===== src/rtl/scnt_pkg.sv =====
package scnt_pkg;

  typedef enum logic [1:0] {
    STEP_FINE   = 2'd0,
    STEP_MEDIUM = 2'd1,
    STEP_COARSE = 2'd2,
    STEP_SPARE  = 2'd3
  } step_code_e;

  localparam int unsigned STEP_FINE_VAL   = 1;
  localparam int unsigned STEP_MEDIUM_VAL = 10;
  localparam int unsigned STEP_COARSE_VAL = 100;
  localparam int unsigned STEP_MAX_VAL    = STEP_COARSE_VAL;

  localparam int unsigned STEP_W = $clog2(STEP_MAX_VAL + 1);

  function automatic logic [STEP_W-1:0] step_of(input logic [1:0] code);
    logic [STEP_W-1:0] v;
    case (step_code_e'(code))
      STEP_MEDIUM: v = STEP_W'(STEP_MEDIUM_VAL);
      STEP_COARSE: v = STEP_W'(STEP_COARSE_VAL);
      default:     v = STEP_W'(STEP_FINE_VAL);
    endcase
    return v;
  endfunction

endpackage


===== src/rtl/scnt_rst_sync.sv =====
module scnt_rst_sync #(
  parameter int unsigned STAGES = 2
) (
  input  logic clk,
  input  logic rst_n,
  output logic rst_sync_n
);

  logic [STAGES-1:0] chain_q;
  logic [STAGES-1:0] chain_d;

  always_comb begin
    chain_d = {chain_q[STAGES-2:0], 1'b1};
  end

  always_ff @(posedge clk or negedge rst_n) begin
    if (!rst_n) begin
      chain_q <= '0;
    end else begin
      chain_q <= chain_d;
    end
  end

  assign rst_sync_n = chain_q[STAGES-1];

endmodule


===== src/rtl/scnt_divider.sv =====
module scnt_divider
  import scnt_pkg::*;
#(
  parameter int unsigned DIV_W = $clog2(STEP_MAX_VAL)
) (
  input  logic              clk,
  input  logic              rst_n,
  input  logic              advance,
  input  logic [1:0]        step_req,
  output logic              interval_done,
  output logic [STEP_W-1:0] step_now,
  output logic [DIV_W-1:0]  div_pos
);

  logic [DIV_W-1:0]  div_q, div_d;
  logic [STEP_W-1:0] step_q, step_d;
  logic              div_en;
  logic              at_last;

  always_comb begin
    at_last = ({{(STEP_W > DIV_W ? STEP_W - DIV_W : 1){1'b0}}, div_q} ==
               ({{(STEP_W > DIV_W ? 1 : DIV_W - STEP_W + 1){1'b0}}, step_q} - 1'b1));
  end

  always_comb begin
    div_en        = advance;
    interval_done = advance && at_last;
    div_d         = div_q;
    step_d        = step_q;
    if (advance) begin
      if (at_last) begin
        div_d  = '0;
        step_d = step_of(step_req);
      end else begin
        div_d  = div_q + 1'b1;
      end
    end
  end

  always_ff @(posedge clk or negedge rst_n) begin
    if (!rst_n) begin
      div_q  <= '0;
      step_q <= STEP_W'(STEP_FINE_VAL);
    end else if (div_en) begin
      div_q  <= div_d;
      step_q <= step_d;
    end
  end

  assign step_now = step_q;
  assign div_pos  = div_q;

endmodule


===== src/rtl/scnt_accum.sv =====
module scnt_accum
  import scnt_pkg::*;
#(
  parameter int unsigned CNT_W = 64
) (
  input  logic              clk,
  input  logic              rst_n,
  input  logic              bump,
  input  logic [STEP_W-1:0] amount,
  output logic [CNT_W-1:0]  count
);

  logic [CNT_W-1:0] cnt_q, cnt_d;
  logic [CNT_W-1:0] amount_ext;

  generate
    if (CNT_W > STEP_W) begin : g_wide
      assign amount_ext = {{(CNT_W-STEP_W){1'b0}}, amount};
    end else begin : g_narrow
      assign amount_ext = amount[CNT_W-1:0];
    end
  endgenerate

  always_comb begin
    cnt_d = cnt_q + amount_ext;
  end

  always_ff @(posedge clk or negedge rst_n) begin
    if (!rst_n) begin
      cnt_q <= '0;
    end else if (bump) begin
      cnt_q <= cnt_d;
    end
  end

  assign count = cnt_q;

endmodule


===== src/rtl/scnt_freq_reg.sv =====
module scnt_freq_reg #(
  parameter int unsigned FREQ_W = 32
) (
  input  logic              clk,
  input  logic              rst_n,
  input  logic              wr,
  input  logic [FREQ_W-1:0] wdata,
  output logic [FREQ_W-1:0] value,
  output logic              locked
);

  logic [FREQ_W-1:0] val_q;
  logic              lock_q;
  logic              load_en;

  always_comb begin
    load_en = wr && !lock_q;
  end

  always_ff @(posedge clk or negedge rst_n) begin
    if (!rst_n) begin
      val_q  <= '0;
      lock_q <= 1'b0;
    end else if (load_en) begin
      val_q  <= wdata;
      lock_q <= 1'b1;
    end
  end

  assign value  = val_q;
  assign locked = lock_q;

endmodule


===== src/rtl/scnt_counter.sv =====
module scnt_counter
  import scnt_pkg::*;
#(
  parameter int unsigned CNT_W  = 64,
  parameter int unsigned FREQ_W = 32
) (
  input  logic              clk,
  input  logic              rst_n,
  input  logic              tick,
  input  logic              enable,
  input  logic [1:0]        step_sel,
  input  logic              freq_wr,
  input  logic [FREQ_W-1:0] freq_wdata,
  output logic [FREQ_W-1:0] freq_value,
  output logic [CNT_W-1:0]  count
);

  localparam int unsigned DIV_W = $clog2(STEP_MAX_VAL);

  logic              rst_sync_n;
  logic              advance;
  logic              interval_done;
  logic [STEP_W-1:0] step_now;
  logic [DIV_W-1:0]  div_pos;
  logic              freq_locked;

  assign advance = tick && enable;

  scnt_rst_sync #(.STAGES(2)) u_rst (
    .clk        (clk),
    .rst_n      (rst_n),
    .rst_sync_n (rst_sync_n)
  );

  scnt_divider #(.DIV_W(DIV_W)) u_div (
    .clk           (clk),
    .rst_n         (rst_sync_n),
    .advance       (advance),
    .step_req      (step_sel),
    .interval_done (interval_done),
    .step_now      (step_now),
    .div_pos       (div_pos)
  );

  scnt_accum #(.CNT_W(CNT_W)) u_acc (
    .clk    (clk),
    .rst_n  (rst_sync_n),
    .bump   (interval_done),
    .amount (step_now),
    .count  (count)
  );

  scnt_freq_reg #(.FREQ_W(FREQ_W)) u_freq (
    .clk    (clk),
    .rst_n  (rst_sync_n),
    .wr     (freq_wr),
    .wdata  (freq_wdata),
    .value  (freq_value),
    .locked (freq_locked)
  );

endmodule


===== config.mk =====
export PLATFORM = sky130hd
export DESIGN_NAME = scnt_counter
export DESIGN_NICKNAME = d
export VERILOG_FILES = /design/src/rtl/scnt_pkg.sv /design/src/rtl/scnt_rst_sync.sv /design/src/rtl/scnt_divider.sv /design/src/rtl/scnt_accum.sv /design/src/rtl/scnt_freq_reg.sv /design/src/rtl/scnt_counter.sv
export SDC_FILE = /design/constraint.sdc
export NUM_CORES = 1
export LEC_CHECK = 0
export ABC_AREA = 1
export BUFFER_PORTS_ARGS = -buffer_cell sky130_fd_sc_hd__buf_2
export CAP_MARGIN = 20
export CORE_ASPECT_RATIO = 1.75
export CORE_MARGIN = 2
export CORE_UTILIZATION = 45
export CTS_CLUSTER_DIAMETER = 150
export DETAILED_ROUTE_END_ITERATION = 10
export PLACE_DENSITY = 0.79
export RECOVER_POWER = 50
export SYNTH_ARGS = -nofsm -noshare
export SYNTH_HDL_FRONTEND = slang
export SYNTH_SLANG_ARGS = --single-unit

===== constraint.sdc =====
create_clock -name clk -period 6.3 [get_ports clk]
set_clock_uncertainty 0.2 [all_clocks]
set_input_delay 0.315 -clock clk [delete_from_list [all_inputs] [get_ports clk]]
set_output_delay 0.315 -clock clk [all_outputs]
set_load 0.02 [all_outputs]

; Word-level counts from Yosys, hierarchy flattened
; Index checks and enable logic that the tools add are counted.
[op_classes]
add_sub_neg = 3
n_reduce_logical = 5
mux = 2
eq_ne = 3
[op_table]
columns = op, count
row1 = 64-bit by 7-bit adder with 64-bit output, 1
row2 = 7-bit one-hot mux with 2 select lines, 1
row3 = 7-bit by 8-bit equality test with 1-bit output, 1
row4 = 7-bit by 1-bit subtractor with 8-bit output (second input constant), 1
row5 = 7-bit by 1-bit adder with 7-bit output (second input constant), 1
row6 = 7-bit 2-to-1 mux, 1
row7 = 1-bit logical AND, 3
row8 = 2-bit by 1-bit equality test with 1-bit output (second input constant), 1
row9 = 2-bit equality test (second input constant), 1
row10 = 2-bit AND reduction, 1
row11 = 1-bit zero test, 1
[totals]
input_bits = 39
wordCells = 19
regBits = 113
out_inout_bits = 96

; Logic depth before layout (Yosys ltp)
; Gate-level depths: netlist (run 1).
[depth]
ltp_word = 3
depth_mapped = 15
ltp_nobuf = 14

; Hierarchy
; From an unflattened synthesis (run 1), not the netlist that was laid out.
[unflattened]
cells_unflattened = 902
area_unflattened_um2 = 6560.0
[by_module_without_submodules]
columns = mod, cells_each, area_each_um2, instances, seq_area_each_um2
row1 = scnt_accum, 642, 4335.4, 1, 1601.5
row2 = scnt_freq_reg, 142, 1363.8, 1, 825.8
row3 = scnt_divider, 113, 799.5, 1, 251.5
row4 = scnt_rst_sync, 3, 53.8, 1, 50.0
row5 = scnt_counter, 2, 7.5, 1, 0.0

; Worst setup path after synthesis (run 1)
; Ideal clock, no wire load.
[synth_path]
path_kind = reg2reg
start = reg u_acc.cnt_q[0] (netlist: u_acc.count[0])
end = reg u_acc.cnt_q[32] (netlist: u_acc.count[32])
path_buffers = 0
path_stages_with_launch = 12
synth_period_minus_slack_ps = 2217
arrival_ps = 1901
setup_ps = 117
setup_slack_ps = 4083
t_required_ps = 5983
path_cell_list = dfrtp_1 -> ha_1 -> fa_1 -> nand2_1 -> nand3_1 -> nand3_1 -> nand2_1 -> nand2_1 -> nor2_1 -> xor2_1 -> nand2_1 -> nand2_1
[synth_via]
elab_chain_cells = 1
[synth_rtl]
columns = element, line_no
row1 = start: declaration, scnt_accum.sv:13  ; logic [CNT_W-1:0] cnt_q, cnt_d;
row2 = start signal: assignment, scnt_accum.sv:32  ; cnt_q <= cnt_d;
row3 = 64-bit by 7-bit adder with 64-bit output, scnt_accum.sv:25  ; cnt_d = cnt_q + amount_ext;
; Every way passes these cells.
; A chain may end at the register's enable or synchronous reset.

; Worst setup path in the final report (run 1)
[layout_path]
start = reg u_div.step_q[0] (netlist: u_div.step_now[0])
end = reg u_acc.cnt_q[7] (netlist: u_acc.count[7])
[layout_via]
elab_chain_cells = 3
elab_cells_between_ends = 4
classes_between = add/sub: 2 / eq/ne: 1 / reduce/logical: 1
[layout_rtl]
columns = element, line_no
row1 = start: declaration, scnt_divider.sv:16  ; logic [STEP_W-1:0] step_q, step_d;
row2 = start signal: assignment, scnt_divider.sv:43  ; step_q <= STEP_W'(STEP_FINE_VAL);
row3 = start signal: assignment, scnt_divider.sv:46  ; step_q <= step_d;
row4 = branches (longest 3 deep; another with 64-bit by 7-bit adder with 64-bit output), -
; Parallel ways; which one is timed is not known.

==> results.md, run 1 <==
- WHS Endpoint: u_freq.value[17]
- Vias/cell: 5.17
- Sequential power share: 52.1%
- Die area: 15200 µm²
- Remaining DRCs: 0
- R2r startpoint: u_div.step_now[0]
- Number of flops mapped to enable cells by yosys: 0
- R2R Setup Slk: 2.92 ns
- Core Area: 13900 µm²
- Clock latency on the worst-skew pair: 0.36 ns
- Reg2reg end: u_acc.count[7]
- Wirelength per Cell: 15.2 µm
- CTS max path bufs: 2
- Grt ovf: 0
- Gpl congestion: 0.980
- Ys flop type: dfrtp_1
- IO Port Bufs: 134
- Buf+Inv Stages, Crit Path: 2
- Number of global-route vias before repair: 6303
- Ant diodes: 0
- Initial Util: 46.1%
- Sw frac: 25.9%
- CP startpoint kind: register
- Die H: 162 µm
- DRT Pass-1 Iters: 5
- CTS Sinks: 109
- Least-Margin Pin Slew: 1.66 ns
- Crit path max fanout: 53
- CTS tree: built
- Total wire length: 18500 µm
- Crit Path Category: reg2reg
- Lkg Pwr: 0.00384 µW
- CP delay by family, top: buffers and inverters
- Top cells by count, synth: 333 x nand2_1, 108 x dfrtp_1, 105 x nor2_1, 89 x inv_1, 54 x nand3_1
- RSZ-0062 raised after global routing: false
- CTS Buf Count: 9
- Crit path required time: 6.34 ns
- Worst vdd ir: 183 µV
- Critical path capture point type: register
- Largest net degree at the start of global routing: 74
- PwrDens: 186 nW/µm²
- Max cap viols: 1
- Die W: 94.2 µm
- IO Count: 135
- CTS root buf: clkbuf_16
- Final worst-path cycle share: 53.6%
- Psw: 371 µW
- CP max stage delay: 0.89 ns
- Internal power: 1060 µW
- Cell count after synthesis: 868
- Cells on Worst Hold Path: 2
- Mapped cell area: 6410 µm²
- Clk network pwr share: 40.0%
- CP max stage cell: inv_2
- Max Slew Vio Count: 33
- Largest area contributor in the netlist: dfrtp_1
- Area delta synth->final: 20.2%
- Synth cell types: 33
- Min-delay worst type: in2reg
- CP dominant cell by count: xor2_1
- Vias: 6267
- Failing checks: hold timing, capacitance limit, slew limit
- H-tree lvl count: 3
- Layout Utilization: 55.4%
- Ranking of synthesized cells by area: dfrtp_1 42%, nand2_1 20%, nor2_1 6.1%
- Crit path time final: 3.38 ns
- Top-area cell type share of the netlist area: 42.2%
- Nets: 1080
- Syn_area_per_cell: 7.38 µm²
- Max-slew headroom: -10.7%
- Worst R2R Path Depth: 9
- CP Cell Sequence: inv_1 -> ha_1 -> xor2_1 -> nand3_1 -> nor2_2 -> nand3_4 -> inv_2 -> nand2_1 -> xor2_1
- Hold Crit Start: freq_wdata[17]
- Fmax: 296 MHz
- Register area share after synthesis: 42.6%
- # rows: 57
- Combinational power share: 7.8%
- Share of synthesized registers carrying an async set or reset: 100%
- DRT antenna net count: 0
- Synth Net Count: 918
- Total GRT Usage: 24.7%
- Final Setup Violations: 0
- #FFs+latches synth: 109
- DRT iter0 DRCs: 361
- Synthesis Warnings: 0
- Final hold violation count: 1
- Outcome: finished with violations
- Initial antenna violation count: 0
- Global-route wire length before repair: 29500 µm
- HPWL after detailed placement: 13900 µm
- Most common cell in the netlist: nand2_1
- Clock transition at path regs: 0.08 ns
- Share of layout cells above drive strength 1: 9.57%
- Minimum hold slack: -0.00117 ns
- Worst EP arrival: 3.42 ns
- Final TNS setup: 0 ns
## cells by family after synthesis
logic type / count (synthesis) / synth area share, %
and+or+nand+nor: 544 / 35.3
DFF: 109 / 42.6
AOI/OAI and AO/OA: 27 / 2.25
adders and majority gates: 11 / 2.26
other: 1 / 0.0585
xor gates and xnor gates: 41 / 5.60
buffers and inverters: 103 / 6.36
muxes: 32 / 5.62
## layout by cell type (no fill, tap or decap), drive strengths merged, types with 14 or more instances in the layout
cell | Yosys | layout
nor3 | 15 | 15
o21ai | 25 | 25
dlygate4sd3 | 0 | 28
inv | 90 | 94
mux2 | 32 | 32
buf | 13 | 38
clkbuf | 0 | 108
nor2 | 110 | 110
xor2 | 27 | 27
dfrtp | 108 | 108
nand2 | 333 | 333
nand3 | 57 | 57
xnor2 | 14 | 14
## power by group through the flow
stage | combinational (µW) | clock (µW) | sequential [µW]
2_1_floorplan | 65.0 | 0 | 759
3_3_place_gp | 98.3 | 0 | 761
3_5_place_dp | 100 | 0 | 761
4_1_cts | 114 | 583 | 748
5_1_grt | 131 | 609 | 750
6_report | 112 | 573 | 746
## layout make-up
| cell class | instances | area [µm²] |
|---|---|---|
| multi-input combinational | 656 | 3270 |
| inverter | 90 | 338 |
| clock inverter | 6 | 62.6 |
| clock buffer | 10 | 239 |
| fill | 1382 | 6200 |
| tap | 177 | 221 |
| timing repair buffer | 164 | 841 |
| sequential | 109 | 2730 |
## per-stage QoR
| step | cells | setup slack [ns] | total power (µW) | instance area [µm²] |
|---|---|---|---|---|
| 6_report | 1212 | 2.92 | 1430 | 7700 |
| 5_1_grt | 1212 | 2.56 | 1490 | 7700 |
| 4_1_cts | 1212 | 2.91 | 1450 | 7830 |
| 3_5_place_dp | 1168 | 2.92 | 862 | 7250 |
| 3_3_place_gp | 1168 | 2.98 | 859 | 7250 |
| 2_1_floorplan | 868 | 2.84 | 824 | 6410 |
## registers in the layout, indices dropped and copies added (netlist names)
name and flops:
u_freq.locked 1, u_div.div_pos 7, u_rst.chain_q 2, u_acc.count 64, u_freq.value 32, u_div.step_now 3
## per-layer routing
layer	GRT usage, %	routed length (µm)	part of all wire (%)
met1	24.7	6670	36
met2	45.6	9640	52
met3	3.85	953	5.2
met4	16.9	1210	6.6
met5	0	0	0
## worst reg2reg max path, delay by kind of cell (launching register included)
family / cells / cell delay (ns)
XOR/XNOR: 2 / 0.33
adder cells (fa/ha/maj): 1 / 0.30
buffers and inverters: 2 / 0.96
flip-flops: 1 / 0.55
AND/OR/NAND/NOR: 4 / 0.93
## worst max path at each step
stage | startpoint | end | depth (start not counted)
after floorplan | u_rst.chain_q[1] | u_acc.count[0] | 0
after global placement | u_div.step_now[0] | u_acc.count[7] | 9
after detailed placement | u_div.step_now[0] | u_acc.count[7] | 9
after CTS | u_div.step_now[0] | u_acc.count[7] | 9
after global routing | u_div.step_now[0] | u_acc.count[9] | 9
final | u_div.step_now[0] | u_acc.count[7] | 9
## what timing repair did
action                     4_1_cts  5_1_grt
setup endpoints to repair        0        0
hold buffers                    28        0
hold endpoints to repair        29        0
setup buffers                    0        0
gates resized for setup          0        0
Power figures use the tool's default switching activity.
==> run 2: changes to the inputs <==
ABC_AREA = 0   (was 1)
PLACE_DENSITY = 0.81   (was 0.79)
clock period = 3.27 ns   (was 6.3 ns; I/O delays follow)
==> run 2 against run 1 <==
Critical path depth decreased by 1. Routed wire length decreased by 24%. Largest cell class is now registers. Critical path type unchanged. Core utilization increased by 3.9 points. Via count decreased by 31%. The flow now finishes without violations. Critical endpoint is now u_acc.count[50]. Area after synthesis decreased by 18%.
==> results.md, run 2 <==
- Outcome: complete, no violations
- Max Slew Vio Count: 0
- Share of synthesized registers carrying an async set or reset: 100%
- Final Setup Violations: 0
- Synth cell types: 46
- Wirelength per Cell: 17.7 µm
- # rows: 52
- #FFs+latches synth: 109
- CTS Sinks: 109
- CP startpoint kind: register
- Total wire length: 14000 µm
- Post-route cell area: 6790 µm²
- Register area share after synthesis: 52.0%
- DRT antenna net count: 0
- Die area: 12600 µm²
- # Post-CTS Setup Buffers: 0
- Vias: 4339
- Lkg Pwr: 0.00336 µW
- Largest area contributor in the netlist: dfrtp_1
- Gpl congestion: 0.855
- Cell count after synthesis: 468
- CTS max path bufs: 2
- Crit path required time: 3.34 ns
- Ranking of synthesized cells by area: dfrtp_1 51%, xor2_1 6.8%, mux2_1 4.9%
- Synthesis Warnings: 0
- Largest net degree at the start of global routing: 87
- Grt ovf: 0
- Number of global-route vias before repair: 4569
- Die W: 85.7 µm
- Initial Util: 45.9%
- Core Area: 11500 µm²
- Number of flops mapped to enable cells by yosys: 0
- CTS tree: built
- Crit path max fanout: 9
- DRT iter0 DRCs: 186
- RSZ-0062 raised after global routing: false
- Area of placed instances: 6110 µm²
- Ant diodes: 0
- H-tree lvl count: 3
- Initial antenna violation count: 0
- Die H: 147 µm
- Final worst-path cycle share: 93.2%
- Max-slew headroom: 5.24%
- Most common cell in the netlist: dfrtp_1
- Layout Utilization: 59.3%
- Share of layout cells above drive strength 1: 22.2%
- Top cells by count, synth: 108 x dfrtp_1, 41 x xor2_1, 35 x nand3_1, 34 x nand2_1, 26 x xnor2_1
- Mapped cell area: 5250 µm²
- Min-delay worst type: in2reg
- Fmax: 328 MHz
- Vias/cell: 5.51
- Max cap viols: 0
- Clock transition at path regs: 0.07 ns
- Synth Net Count: 518
- Remaining DRCs: 0
- IO Count: 135
- HPWL after detailed placement: 9570 µm
- Worst EP arrival: 3.12 ns
- DRT Pass-1 Iters: 4
- Least-Margin Pin Slew: 1.42 ns
- CTS root buf: clkbuf_16
- Total GRT Usage: 22.5%
- Global-route wire length before repair: 22400 µm
- Final hold violation count: 0
- Worst vdd ir: 368 µV
- Syn_area_per_cell: 11.2 µm²
- CTS Buf Count: 9
- Final TNS setup: 0 ns
- Ys flop type: dfrtp_1
- Crit path time final: 3.05 ns
- Clock latency on the worst-skew pair: 0.34 ns
- Nets: 698
- Commonest non-fill, non-tap cell in the layout: dfrtp_1
- Crit Path Category: reg2reg
- IO Port Bufs: 134
- Max reg flops: 64
- Critical path capture point type: register
- PwrDens: 530 nW/µm²
- Top-area cell type share of the netlist area: 51.5%
- Commonest cells after routing, fill and taps aside: 108 x dfrtp_1, 88 x buf_2, 48 x clkbuf_1, 41 x xor2_1, 38 x dlygate4sd3_1
- Area delta synth->final: 29.3%
[run 2: cell types whose count changed in the layout (fill, tap and decap cells not counted), sizes merged, moves of 13 or more]
cell	before	now
nor4	2	15
clkbuf	108	59
nand2	333	34
o21ai	25	10
and3	1	17
nand3	57	36
xor2	27	41
inv	94	12
nor2	110	25
buf	38	96
[run 2: kinds of logic (layout without fill, tap and decap cells)]
logic type	after synthesis	count (layout)	synth area share (%)
adder cells (fa/ha/maj)	11	11	2.76
multiplexers	38	38	8.12
XOR/XNOR	67	67	11.2
other	1	1	0.0714
flip-flops	109	109	52.0
AND/OR/NAND/NOR	193	193	21.1
buffers and inverters	24	209	1.91
AO/OA/AOI/OAI	25	25	2.91
[run 2: area by class of cell]
| cell class | instances | area (µm²) |
|---|---|---|
| multi-input combinational | 335 | 2430 |
| clock buffer | 10 | 239 |
| timing repair buffer | 183 | 1070 |
| fill | 966 | 4660 |
| sequential | 109 | 2730 |
| inverter | 10 | 37.5 |
| tap | 135 | 169 |
| clock inverter | 6 | 116 |
[run 2: power breakdown]
part / total (µW) / switching (µW) / leakage (µW) / internal (µW)
Clock: 1280 / 507 / 0.000174 / 777
Sequential: 1610 / 139 / 0.00142 / 1470
Combinational: 708 / 404 / 0.00176 / 304
Total: 3600 / 1050 / 0.00336 / 2550
[run 2: metrics by stage]
step                instances  hold WS (ns)  total power [µW]  worst slack [ns]
floorplan                 468        -0.332              2080             0.695
global placement          733        -0.251              2260             0.343
detailed placement        733        -0.250              2300             0.265
CTS                       787        0.0289              3630             0.175
global route              788        0.0561              3770            0.0383
finish                    788        0.0462              3600             0.222
[run 2: metal layers]
metal  up-vias  global-route usage, %  routed length [µm]
met5         -                      0                   0
met4         0                   14.0                 566
met3        44                   2.81                 566
met2       169                   40.4                7850
met1      2123                   24.6                5000
li1       2003                      -                   -
[run 2: critical path, cell delays in order (launching register included)]
cell,delay [ns]
dfstp_2,0.58
inv_1,0.08
ha_1,0.31
xnor2_1,0.13
a211oi_1,0.21
and4_1,0.49
nand3_1,0.36
nor4_1,0.45
xor2_1,0.17
[run 2: worst paths after layout]
path                       slack, ns           endpoint               from  cells after the start
max reg2reg                     0.22    u_acc.count[50]  u_div.step_now[0]                      8
min in group asynchronous       0.40    u_acc.count[62]   u_rst.chain_q[1]                      0
min                             0.05  u_div.step_now[3]        step_sel[0]                      4
max in group asynchronous       0.56    u_acc.count[12]   u_rst.chain_q[1]                      1
max                             0.22    u_acc.count[50]  u_div.step_now[0]                      8
min reg2reg                     0.15   u_rst.chain_q[1]   u_rst.chain_q[0]                      0
[run 2: repair_timing]
item	4_1_cts	5_1_grt
resized for setup	0	1
setup endpoints to repair	0	3
hold buffers	38	0
hold endpoints to repair	38	0
==> run 3: changes to the inputs <==
--- a/config.mk
+++ b/config.mk
@@ -14,5 +14,5 @@
 export CTS_CLUSTER_DIAMETER = 150
 export DETAILED_ROUTE_END_ITERATION = 10
-export PLACE_DENSITY = 0.81
+export PLACE_DENSITY = 0.72
 export RECOVER_POWER = 50
 export SYNTH_ARGS = -nofsm -noshare
==> constraint.sdc (replaced) <==
create_clock -name clk -period 2.5 [get_ports clk]
set_clock_uncertainty 0.2 [all_clocks]
set_input_delay 0.25 -clock clk [delete_from_list [all_inputs] [get_ports clk]]
set_output_delay 0.25 -clock clk [all_outputs]
set_load 0.02 [all_outputs]
==> run 3 against run 2 <==
The flow now finishes with violations (setup timing). Sequential power up 29%. Worst hold slack worse by 0.038 ns. Setup slack lost 0.38 ns. Routed wire length is 5.8% higher. Fmax rose by 15%. Register-to-register slack got worse by 0.38 ns.
==> results.md, run 3 (synthesis results as in run 2) <==
- R2R Setup Slk: -0.16 ns
- Final cell count without fillers: 828
- Clock transition at path regs: 0.08 ns
- Reg area: 2730 µm²
- Clock latency on the worst-skew pair: 0.35 ns
- Crit path to: u_acc.count[28]
- Final Setup Violations: 14
- R2r startpoint: u_div.step_now[0]
- Number of global-route vias before repair: 4672
- Multi-input logic area: 2950 µm²
- Final worst slack: -0.157 ns
- Critical path capture point type: register
- Worst vdd ir: 435 µV
- Post-route cell area: 7750 µm²
- Least-Margin Pin Slew: 1.49 ns
- CTS root buf: clkbuf_16
- Largest net degree at the start of global routing: 108
- Vias: 4586
- Commonest non-fill, non-tap cell in the layout: buf_2
- Die H: 147 µm
- Lkg Pwr: 0.00414 µW
- CTS Buf Count: 9
- Max cap viols: 0
- Vias/cell: 5.54
- Crit path time final: 2.66 ns
- Die W: 85.7 µm
- DRT antenna net count: 0
- Global-route wire length before repair: 23200 µm
- Min-delay worst type: in2async
- Worst EP arrival: 2.71 ns
- Failing checks: setup timing
- Wirelength per Cell: 17.9 µm
- CP startpoint kind: register
- Total wire length: 14800 µm
- Placed cell count: 761
- Max-slew headroom: 0.975%
- Crit Path Category: reg2reg
- Crit path max fanout: 7
- DRT iter0 DRCs: 215
- Total GRT Usage: 23.1%
- Initial antenna violation count: 0
- RSZ-0062 raised after global routing: true
- Max Slew Vio Count: 0
- Initial Util: 45.9%
- IO Count: 135
- Final worst-path cycle share: 106%
- Ant diodes: 0
- Fillers: 803
- Area of placed instances: 6390 µm²
- # rows: 52
- HPWL after detailed placement: 9420 µm
- Max reg flops: 64
- DRT Pass-1 Iters: 4
- Commonest cells after routing, fill and taps aside: 118 x buf_2, 106 x dfrtp_1, 41 x xor2_1, 39 x buf_4
- Nets: 738
- Worst R2R Path Depth: 10
- Die area: 12600 µm²
- Area delta synth->final: 47.5%
- Minimum hold slack: 0.00856 ns
- Core Area: 11500 µm²
- CTS max path bufs: 2
- CTS Sinks: 109
- PwrDens: 613 nW/µm²
- Fmax: 376 MHz
- Final hold violation count: 0
- Share of layout cells above drive strength 1: 39.7%
- Grt ovf: 0
- Gpl congestion: 0.855
- Layout Utilization: 67.7%
- Remaining DRCs: 0
- Crit path required time: 2.56 ns
- Outcome: finished with violations
- Worst Setup SP: u_div.step_now[0]
- CTS tree: built
- Reg2reg end: u_acc.count[28]
- IO Port Bufs: 134
- H-tree lvl count: 3
run 3: power by group:
part	total (µW)	leakage, µW	internal, µW	switching, µW
clock	1430	0.000147	711	717
combinational	1250	0.00258	619	631
sequential	2070	0.00142	1920	148
run 3: worst min path at each step:
stage | from | endpoint | slack (ns) | cells past startpoint
after floorplan | rst_n | u_rst.chain_q[0] | -0.25 | 0
after global placement | rst_n | u_rst.chain_q[0] | -0.17 | 1
after detailed placement | rst_n | u_rst.chain_q[1] | -0.16 | 1
after CTS | rst_n | u_rst.chain_q[1] | 0.006 | 2
after global routing | rst_n | u_rst.chain_q[1] | 0.04 | 2
final | rst_n | u_rst.chain_q[1] | 0.009 | 2
run 3: critical path, cell delays in order, from the launching register on:
cell,delay (ns)
dfstp_2,0.54
buf_4,0.14
ha_4,0.14
fa_2,0.19
a21oi_1,0.07
o2111ai_2,0.25
buf_4,0.17
nand4_4,0.12
buf_12,0.20
nor4_4,0.30
xor2_1,0.23
run 3: through the flow:
| step | total power [µW] | TNS [ns] | setup slack (ns) |
|---|---|---|---|
| final | 4750 | -0.738 | -0.157 |
| after global routing | 4990 | -5.92 | -0.303 |
| after CTS | 4740 | -0.636 | -0.0546 |
| after detailed placement | 3100 | -8.43 | -0.259 |
| after global placement | 3040 | -3.19 | -0.182 |
| after floorplan | 2720 | 0 | 0.00807 |
run 3: timing repair:
action / in CTS / in global routing
gates resized for setup: 42 / 56
buffers inserted: 11 / 4
pin swaps: 15 / 26
endpoints found under the hold margin: 35 / 0
gates cloned: 2 / 1
hold buffers: 34 / 0
endpoints found under the setup margin: 67 / 57
run 3: cell type report:
class / instances / area share [%]
tap: 135 / 2.18
timing repair buffer: 223 / 20.2
sequential: 109 / 35.3
inverter: 10 / 0.484
multi-input combinational: 335 / 38.0
clock inverter: 7 / 0.953
clock buffer: 9 / 2.91
run 3: routing by layer:
metal	vias up	share of wire (%)	global-route usage (%)	routed length (µm)
li1	2092	-	-	-
met1	2260	36	26.7	5320
met2	184	55	41.8	8120
met3	50	5.3	3.54	788
met4	0	3.8	9.68	563
met5	-	0	0	0
